## src/rtl/uart_rxq_pkg.sv

```systemverilog
package uart_rxq_pkg;
  localparam int RXQ_DATA_W = 8;
  localparam int RXQ_STAT_W = 4;
  // status bit index marking a line break
  localparam int RXQ_BRK_IDX = 2;

  function automatic logic [RXQ_DATA_W+RXQ_STAT_W-1:0] brk_word();
    brk_word = '0;
    brk_word[RXQ_DATA_W+RXQ_BRK_IDX] = 1'b1;
  endfunction
endpackage

```

## src/rtl/uart_rxq_src.sv

```systemverilog
module uart_rxq_src #(
  parameter int DATA_W = 8,
  parameter int STAT_W = 4,
  localparam int ENTRY_W = DATA_W + STAT_W
) (
  input  logic               mode_fifo,
  input  logic               brk_event,
  input  logic               lb_en,
  input  logic               lb_valid,
  input  logic [DATA_W-1:0]  lb_data,
  input  logic               ser_valid,
  input  logic [DATA_W-1:0]  ser_data,
  input  logic [STAT_W-1:0]  ser_err,
  output logic               push_req,
  output logic [ENTRY_W-1:0] push_entry,
  output logic               brk_hit
);
  always_comb begin
    brk_hit  = brk_event && !mode_fifo;
    push_req = brk_hit || (lb_en ? lb_valid : ser_valid);
    if (brk_hit)
      push_entry = uart_rxq_pkg::brk_word();
    else if (lb_en)
      push_entry = {{STAT_W{1'b0}}, lb_data};
    else
      push_entry = {ser_err, ser_data};
  end
endmodule

```

## src/rtl/uart_rxq_mem.sv

```systemverilog
module uart_rxq_mem #(
  parameter int DEPTH   = 16,
  parameter int ENTRY_W = 12,
  localparam int PTR_W  = $clog2(DEPTH)
) (
  input  logic               clk,
  input  logic               rst,
  input  logic               we,
  input  logic [PTR_W-1:0]   waddr,
  input  logic [ENTRY_W-1:0] wdata,
  input  logic               re,
  input  logic [PTR_W-1:0]   raddr,
  output logic [ENTRY_W-1:0] rdata
);
  logic [ENTRY_W-1:0] store [DEPTH];

  always_ff @(posedge clk) begin
    if (we) store[waddr] <= wdata;
  end

  always_ff @(posedge clk) begin
    if (rst)     rdata <= '0;
    else if (re) rdata <= store[raddr];
  end
endmodule

```

## src/rtl/uart_rxq_ctrl.sv

```systemverilog
module uart_rxq_ctrl #(
  parameter int DEPTH      = 16,
  parameter int TRIG_LEVEL = 1,
  localparam int PTR_W     = $clog2(DEPTH),
  localparam int CNT_W     = PTR_W + 1
) (
  input  logic             clk,
  input  logic             rst,
  input  logic             cfg_wr,
  input  logic             cfg_fifo_en,
  input  logic             push_req,
  input  logic             rd_en,
  output logic             mode_q,
  output logic             wr_en,
  output logic [PTR_W-1:0] wr_addr,
  output logic [PTR_W-1:0] rd_addr,
  output logic             rd_fire,
  output logic             empty_q,
  output logic             full_q,
  output logic             irq_q,
  output logic             ovr_q
);
  logic [CNT_W-1:0] cnt_q, cnt_mid, cnt_nx, depth_cur;
  logic [PTR_W-1:0] rp_q, rp_nx, mask;
  logic             flush, take, pop, irq_nx;

  always_comb begin
    depth_cur = mode_q ? CNT_W'(DEPTH) : CNT_W'(1);
    mask      = mode_q ? PTR_W'(DEPTH - 1) : '0;
    flush     = cfg_wr && (cfg_fifo_en != mode_q);
    take      = push_req && !full_q && !flush;
    rd_fire   = rd_en && !flush;
    pop       = rd_fire && (cnt_q != '0);
    cnt_mid   = cnt_q - CNT_W'(pop);
    cnt_nx    = cnt_mid + CNT_W'(take);
    rp_nx     = pop ? ((rp_q + PTR_W'(1)) & mask) : rp_q;
    wr_en     = take;
    wr_addr   = (rp_q + cnt_q[PTR_W-1:0]) & mask;
    rd_addr   = rp_q;
    irq_nx    = irq_q;
    if (rd_fire && cnt_mid == CNT_W'(TRIG_LEVEL - 1)) irq_nx = 1'b0;
    if (take && cnt_nx == CNT_W'(TRIG_LEVEL))         irq_nx = 1'b1;
  end

  always_ff @(posedge clk) begin
    if (rst) begin
      cnt_q   <= '0;
      rp_q    <= '0;
      mode_q  <= 1'b0;
      empty_q <= 1'b1;
      full_q  <= 1'b0;
      irq_q   <= 1'b0;
      ovr_q   <= 1'b0;
    end else if (flush) begin
      cnt_q   <= '0;
      rp_q    <= '0;
      mode_q  <= cfg_fifo_en;
      empty_q <= 1'b1;
      full_q  <= 1'b0;
      ovr_q   <= 1'b0;
    end else begin
      cnt_q   <= cnt_nx;
      rp_q    <= rp_nx;
      empty_q <= (cnt_nx == '0);
      full_q  <= (cnt_nx == depth_cur);
      irq_q   <= irq_nx;
      ovr_q   <= push_req && full_q;
    end
  end
endmodule

```

## src/rtl/uart_rxq_stat.sv

```systemverilog
module uart_rxq_stat #(
  parameter int STAT_W  = 4,
  parameter int BRK_IDX = 2
) (
  input  logic              clk,
  input  logic              rst,
  input  logic              clr,
  input  logic              rd_fire,
  input  logic [STAT_W-1:0] popped_stat,
  input  logic              brk_set,
  output logic [STAT_W-1:0] status_q
);
  localparam logic [STAT_W-1:0] BRK_MASK = STAT_W'(1) << BRK_IDX;

  logic              pend_q;
  logic [STAT_W-1:0] status_nx;

  always_comb begin
    status_nx = pend_q ? popped_stat : status_q;
    if (brk_set) status_nx = status_nx | BRK_MASK;
    if (clr)     status_nx = '0;
  end

  always_ff @(posedge clk) begin
    if (rst) begin
      pend_q   <= 1'b0;
      status_q <= '0;
    end else begin
      pend_q   <= rd_fire;
      status_q <= status_nx;
    end
  end
endmodule

```

## src/rtl/uart_rxq.sv

```systemverilog
module uart_rxq #(
  parameter int DEPTH      = 16,
  parameter int TRIG_LEVEL = 1,
  parameter int DATA_W     = uart_rxq_pkg::RXQ_DATA_W,
  parameter int STAT_W     = uart_rxq_pkg::RXQ_STAT_W,
  localparam int ENTRY_W   = DATA_W + STAT_W,
  localparam int PTR_W     = $clog2(DEPTH)
) (
  input  logic               clk,
  input  logic               rst,
  input  logic               ser_valid,
  input  logic [DATA_W-1:0]  ser_data,
  input  logic [STAT_W-1:0]  ser_err,
  input  logic               lb_en,
  input  logic               lb_valid,
  input  logic [DATA_W-1:0]  lb_data,
  input  logic               brk_event,
  input  logic               cfg_wr,
  input  logic               cfg_fifo_en,
  input  logic               rd_en,
  input  logic               stat_clr,
  output logic [ENTRY_W-1:0] rd_data,
  output logic [STAT_W-1:0]  rx_status,
  output logic               fifo_mode,
  output logic               rx_empty,
  output logic               rx_full,
  output logic               rx_irq_raw,
  output logic               rx_overrun
);
  logic               push_req, brk_hit, wr_en, rd_fire;
  logic [ENTRY_W-1:0] push_entry;
  logic [PTR_W-1:0]   wr_addr, rd_addr;

  uart_rxq_src #(.DATA_W(DATA_W), .STAT_W(STAT_W)) u_src (
    .mode_fifo (fifo_mode),
    .brk_event (brk_event),
    .lb_en     (lb_en),
    .lb_valid  (lb_valid),
    .lb_data   (lb_data),
    .ser_valid (ser_valid),
    .ser_data  (ser_data),
    .ser_err   (ser_err),
    .push_req  (push_req),
    .push_entry(push_entry),
    .brk_hit   (brk_hit)
  );

  uart_rxq_ctrl #(.DEPTH(DEPTH), .TRIG_LEVEL(TRIG_LEVEL)) u_ctrl (
    .clk        (clk),
    .rst        (rst),
    .cfg_wr     (cfg_wr),
    .cfg_fifo_en(cfg_fifo_en),
    .push_req   (push_req),
    .rd_en      (rd_en),
    .mode_q     (fifo_mode),
    .wr_en      (wr_en),
    .wr_addr    (wr_addr),
    .rd_addr    (rd_addr),
    .rd_fire    (rd_fire),
    .empty_q    (rx_empty),
    .full_q     (rx_full),
    .irq_q      (rx_irq_raw),
    .ovr_q      (rx_overrun)
  );

  uart_rxq_mem #(.DEPTH(DEPTH), .ENTRY_W(ENTRY_W)) u_mem (
    .clk  (clk),
    .rst  (rst),
    .we   (wr_en),
    .waddr(wr_addr),
    .wdata(push_entry),
    .re   (rd_fire),
    .raddr(rd_addr),
    .rdata(rd_data)
  );

  uart_rxq_stat #(.STAT_W(STAT_W), .BRK_IDX(uart_rxq_pkg::RXQ_BRK_IDX)) u_stat (
    .clk        (clk),
    .rst        (rst),
    .clr        (stat_clr),
    .rd_fire    (rd_fire),
    .popped_stat(rd_data[ENTRY_W-1:DATA_W]),
    .brk_set    (brk_hit),
    .status_q   (rx_status)
  );
endmodule

```

## config.mk

```make
export PLATFORM = sky130hd
export DESIGN_NAME = uart_rxq
export DESIGN_NICKNAME = d
export VERILOG_FILES = /design/src/rtl/uart_rxq_pkg.sv /design/src/rtl/uart_rxq_src.sv /design/src/rtl/uart_rxq_mem.sv /design/src/rtl/uart_rxq_ctrl.sv /design/src/rtl/uart_rxq_stat.sv /design/src/rtl/uart_rxq.sv
export SDC_FILE = /design/constraint.sdc
export NUM_CORES = 1
export LEC_CHECK = 0
export ABC_AREA = 1
export ABC_CLOCK_PERIOD_IN_PS = 8550
export BUFFER_PORTS_ARGS = -buffer_cell sky130_fd_sc_hd__buf_4
export CAP_MARGIN = 25
export CORE_ASPECT_RATIO = 0.8
export CORE_MARGIN = 5
export CORE_UTILIZATION = 45
export DETAILED_ROUTE_END_ITERATION = 16
export SETUP_SLACK_MARGIN = 0.3
export SYNTH_ARGS = -nofsm -noshare
export SYNTH_HDL_FRONTEND = slang
export SYNTH_SLANG_ARGS = --single-unit
```

## constraint.sdc

```tcl
create_clock -name clk -period 8.55 [get_ports clk]
set_input_delay 1.2825 -clock clk [delete_from_list [all_inputs] [get_ports clk]]
set_output_delay 1.2825 -clock clk [all_outputs]
set_load 0.01 [all_outputs]
```

* After elaboration in Yosys (flattened, before gate mapping)
Memories as Yosys holds them, arrays and structs flattened. A register that Yosys moved wholly into a read port is not among the register bits.
Index checks and enable logic that the tools add are counted.
** Word-level totals
- Flip-flop bits (word level) :: 19
- Logic and storage cells :: 53
- RAM bits :: 192
- Input port bits :: 30
- Memories kept :: 1
** Cells by class
- Multiplexer cells :: 11
- Equal/unequal tests :: 3
- Reduce and logical (&&, ||, !) cells :: 21
- Add/sub/neg operators :: 4
- Bitwise logic cells :: 3
** Memories
- u_mem.store :: words 16, bits a word 12, read ports 1, clocked after Yosys merged registers in 1, wr ports 1, line uart_rxq_mem.sv:15 : logic [ENTRY_W-1:0] store [DEPTH];
** Operator list (count)
- 2-to-1 mux 12 bit :: 2
- zero test 5 bit :: 2
- logical AND 1 bit :: 9
- AND 4 bit :: 2
- 2-to-1 mux 4 bit :: 2
- adder 5 x 1 -> 5 bit :: 1
- == test 5 x 1 -> 1 bit, second input constant :: 1
- == test 5 bit :: 1
- 2-to-1 mux 1 bit :: 5
- 2-to-1 mux 5 bit :: 1
- nonzero test 5 bit :: 1
- subtractor 5 x 1 -> 5 bit :: 1
- adder 4 x 1 -> 4 bit, second input constant :: 1
- adder 4 bit :: 1
- nonzero test 2 bit :: 2
- OR reduction 2 bit :: 2
- zero test 1 bit :: 3
- 2-to-1 mux 3 bit :: 1
- AND reduction 2 bit :: 1
- logical OR 1 bit :: 1
- != test 1 bit :: 1
- NOT 1 bit :: 1

* Depth between registers and ports, before layout
- Word-level depth :: 11
- Gate-level depth with buffers :: 21

* Cells and area by module
From an unflattened synthesis, not the netlist that was laid out.
** Unflattened totals
- Cells, all modules :: 945
- Area, all modules :: 9610.5 µm²
** By module, submodules not included
- uart_rxq_mem :: instances 1, area an instance 8236.6 µm², seq. area each 6005.8 µm², cells each 720
- uart_rxq_ctrl :: instances 1, area an instance 957.2 µm², seq. area each 280.3 µm², cells each 141
- uart_rxq_src :: instances 1, area an instance 234.0 µm², seq. area each 0.0 µm², cells each 58
- uart_rxq_stat :: instances 1, area an instance 182.7 µm², seq. area each 100.1 µm², cells each 26

* Worst setup path before layout
OpenSTA, ideal clock, no wires.
- Path kind :: input to register
- From :: input cfg_fifo_en
- To :: register u_ctrl.full_q
- Data required time :: 8.433 ns
- Cell stages on the path :: 18
- Arrival :: 3.019 ns
- Setup time :: 0.117 ns
- Setup slack :: 5.414 ns
- Cell sequence :: inv_1 -> nand2_1 -> nand3_2 -> nand2_1 -> inv_2 -> nand2_2 -> inv_2 -> ha_1 -> inv_1 -> ha_1 -> ha_1 -> inv_1 -> nor2_4 -> nand2_1 -> nand2_1 -> nand2_1 -> a22oi_1 -> nor2_1
** On the way
- Cells in the longest elaborated chain, start to end :: 8
- Elaborated cells between the ends (all ways) :: 10
- Classes of those cells :: add/sub: 2; eq/ne: 2; reduce/logical: 6
** RTL lines
- from (decl) :: line uart_rxq.sv:19 : input logic cfg_fifo_en,
- != test 1 bit :: line uart_rxq_ctrl.sv:30 : flush = cfg_wr && (cfg_fifo_en != mode_q);
- logical AND 1 bit :: line uart_rxq_ctrl.sv:30
- zero test 1 bit :: line uart_rxq_ctrl.sv:32 : rd_fire = rd_en && !flush;
- logical AND 1 bit :: line uart_rxq_ctrl.sv:32
- logical AND 1 bit :: line uart_rxq_ctrl.sv:33 : pop = rd_fire && (cnt_q != '0);
- net u_ctrl.pop :: line uart_rxq_ctrl.sv:25 : logic flush, take, pop, irq_nx;
- subtractor 5 x 1 -> 5 bit :: line uart_rxq_ctrl.sv:34 : cnt_mid = cnt_q - CNT_W'(pop);
- adder 5 x 1 -> 5 bit :: line uart_rxq_ctrl.sv:35 : cnt_nx = cnt_mid + CNT_W'(take);
- == test 5 bit :: line uart_rxq_ctrl.sv:65 : full_q <= (cnt_nx == depth_cur);
- to (signal assigned) :: line uart_rxq_ctrl.sv:65
- to (decl) :: line uart_rxq_ctrl.sv:19 : output logic full_q,
The timed path passes the listed nets, and every way through them passes these cells.
A chain may end at the register's enable or synchronous reset.

* Worst setup path after layout
Same ends and word-level chain as after synthesis.

==> qor.csv <==
metric;value;unit
status;finished, final reports clean;
synth_seq_area_share;0.680;
cts.hold.buffers_added;0;
rsz0062_at_grt;no;
cts_tree;done;
synth_nets;893;
areaGrowthSynthToFinish;14.4;%
first_pass_iters;5;
hpwl;14.9;mm
post_cts_buffers;0;
rows;47;
timing.hold.ws;0.470;ns
via_count;6449;
maxCapViolations;0;
ir_worst_vdd;0.165;mV
final_cell_mix;211 x nor2_1, 192 x edfxtp_1, 81 x nand2_1;
postSynth.asyncResetShare;0;
finalWirelength;24.0;mm
grt_pass1_vias;6074;
power.density;271;nW/um^2
report.final.slew_viol_count;0;
clock_path_buffers;3;
hold_viol_final;0;
cts_num_sinks;223;
drc;0;
die_h;139;um
synth_cell_type_count;31;
hp-class;flop to flop;
synth_edf_count;192;
cts_buffers;23;
synth_cells;854;
power;2.91;mW
tightestPinTransition;1.08;ns
gp_congestion;0.837;
antenna_found_initial;0;
period_minus_slack;3.42;ns
grt_pass1_wl;36.4;mm
p_leak;3.88;nW
crit_arrival;3.86;ns
cts_resized;0;
insertion_delay;0.50;ns
cts_root_buf;clkbuf_16;
max_clock_freq;292;MHz
clk_pin_slew;0.06;ns
track_usage;0.199;
viasPerCell;5.43;
end_kind;flop;
ys.flop_type;edfxtp_1;
critPathMaxFanout;25;
required;8.98;ns
post_drt_wl_per_cell;20.2;um
timing.slew.headroom;0.282;
setup-violations-final;0;
ys_seq_elements;223;
fin_skew;0.00984;ns
syn-cell-area;9390;um^2
placed_cell_area;9910;um^2
io_pins;51;
fin_tns_setup;0;ns
worstSetupStartpointType;input port;
final_common_cell;nor2_1;
core_region_area;20600;um^2
layout-drive-gt1-share;0.134;
initial_utilization;0.455;
place_ws;4.64;ns
diodes;0;
final_area;10700;um^2
h-tree-depth;1;
portBuffers;50;
nFillCells;1826;
crit_type;input port to flop;
yosys_warnings;0;
die-area;23900;um^2
grt_max_degree;100;
fp.dieW;172;um
ant_nets;0;
grt_overflow;0;
fin_ws;5.13;ns
syn_area_per_cell;11.0;um^2
drt_iter0_drc;680;
layout.nets;942;
post-route-period-util;0.400;
synthesized netlist by cell type (3+ instances only):
cell type,instances,share of area
nand2_2,3,0.0020
o21ai_0,78,0.042
nor2_1,212,0.085
nand4_1,3,0.0020
buf_1,3,0.0012
clkbuf_1,15,0.0060
edfxtp_1,192,0.61
o21ai_1,21,0.011
nand2_1,81,0.032
o211ai_1,48,0.038
a21oi_1,16,0.0085
clkbuf_2,5,0.0027
inv_1,42,0.017
buf_2,12,0.0064
buf_6,7,0.0084
nor3_1,4,0.0021
nand3_1,51,0.027
buf_4,6,0.0048
inv_2,4,0.0016
dfxtp_1,31,0.066
ha_1,8,0.011
critical path, stage by stage:
cell,delay [ns]
buf_4,0.11
inv_1,0.06
nand2_1,0.06
nand3_2,0.09
nand2_1,0.13
inv_2,0.41
nand2_2,0.19
inv_2,0.13
ha_1,0.23
inv_1,0.08
ha_1,0.20
ha_1,0.18
inv_1,0.07
nor2_4,0.13
nand2_1,0.06
nand2_1,0.05
nand2_1,0.11
nand2_1,0.08
nand3_1,0.08
nor2_1,0.11
path summary, 6_finish.rpt:
kind                                                 startpoint                         endpoint  slack, ns  cells after the start
worst max-delay path                                cfg_fifo_en         u_ctrl.full_q$_SDFF_PP0_       5.13                     20
worst min register to register  u_stat.status_q[3]$_SDFFE_PP0P_  u_stat.status_q[3]$_SDFFE_PP0P_       0.47                      2
worst min-delay path            u_stat.status_q[3]$_SDFFE_PP0P_  u_stat.status_q[3]$_SDFFE_PP0P_       0.47                      2
worst max register to register   u_ctrl.rd_addr[1]$_SDFFE_PP0P_     u_mem.store[4][11]$_DFFE_PP_       5.17                      8
cell families (layout without fill, tap and decap cells):
family | after synthesis | count (layout) | synth area share
fa+ha+maj | 9 | 9 | 0.0128
compound gates | 166 | 166 | 0.102
flops | 223 | 223 | 0.680
xor+xnor | 3 | 3 | 0.00280
buf+inv | 95 | 160 | 0.0485
simple gates | 358 | 358 | 0.154
report_power, final:
part           internal (mW)  total [mW]  switching [mW]
clock network          0.525       0.925           0.400
registers               1.25        1.28          0.0346
logic                  0.213       0.707           0.494
total                   1.98        2.91           0.929
flip-flops by register name, indices dropped and copies added (netlist names):
| signal | flops |
|---|---|
| u_mem.store | 192 |
| u_ctrl.rd_addr | 4 |
| u_ctrl.cnt_q | 5 |
| u_ctrl.ovr_q | 1 |
| u_ctrl.mode_q | 1 |
| u_ctrl.full_q | 1 |
| u_stat.status_q | 4 |
| u_ctrl.irq_q | 1 |
| u_mem.rdata | 12 |
| u_stat.pend_q | 1 |
| u_ctrl.empty_q | 1 |
layout make-up:
class | count | area (um^2) | area share
Inverter | 47 | 179 | 0.0167
Sequential cell | 223 | 6390 | 0.595
Tap cell | 269 | 337 | 0.0313
Clock buffer | 34 | 648 | 0.0603
Timing Repair Buffer | 72 | 571 | 0.0531
Clock inverter | 7 | 37.5 | 0.00349
Multi-Input combinational cell | 536 | 2580 | 0.240
layer usage:
| metal | track usage | share of wire | vias to the layer above |
|---|---|---|---|
| met5 | 0 | 0 | - |
| met1 | 0.312 | 0.46 | 3103 |
| met2 | 0.286 | 0.43 | 237 |
| li1 | - | - | 3073 |
| met3 | 0.0468 | 0.092 | 36 |
| met4 | 0.0371 | 0.017 | 0 |
per-stage QoR:
stage                     utilization  std cells
after global routing            0.521       1188
final                           0.521       1188
after floorplan                     -        854
after global placement          0.480       1130
after detailed placement        0.480       1131
after CTS                       0.513       1172
No activity file was read; power rests on OpenSTA's default activity.
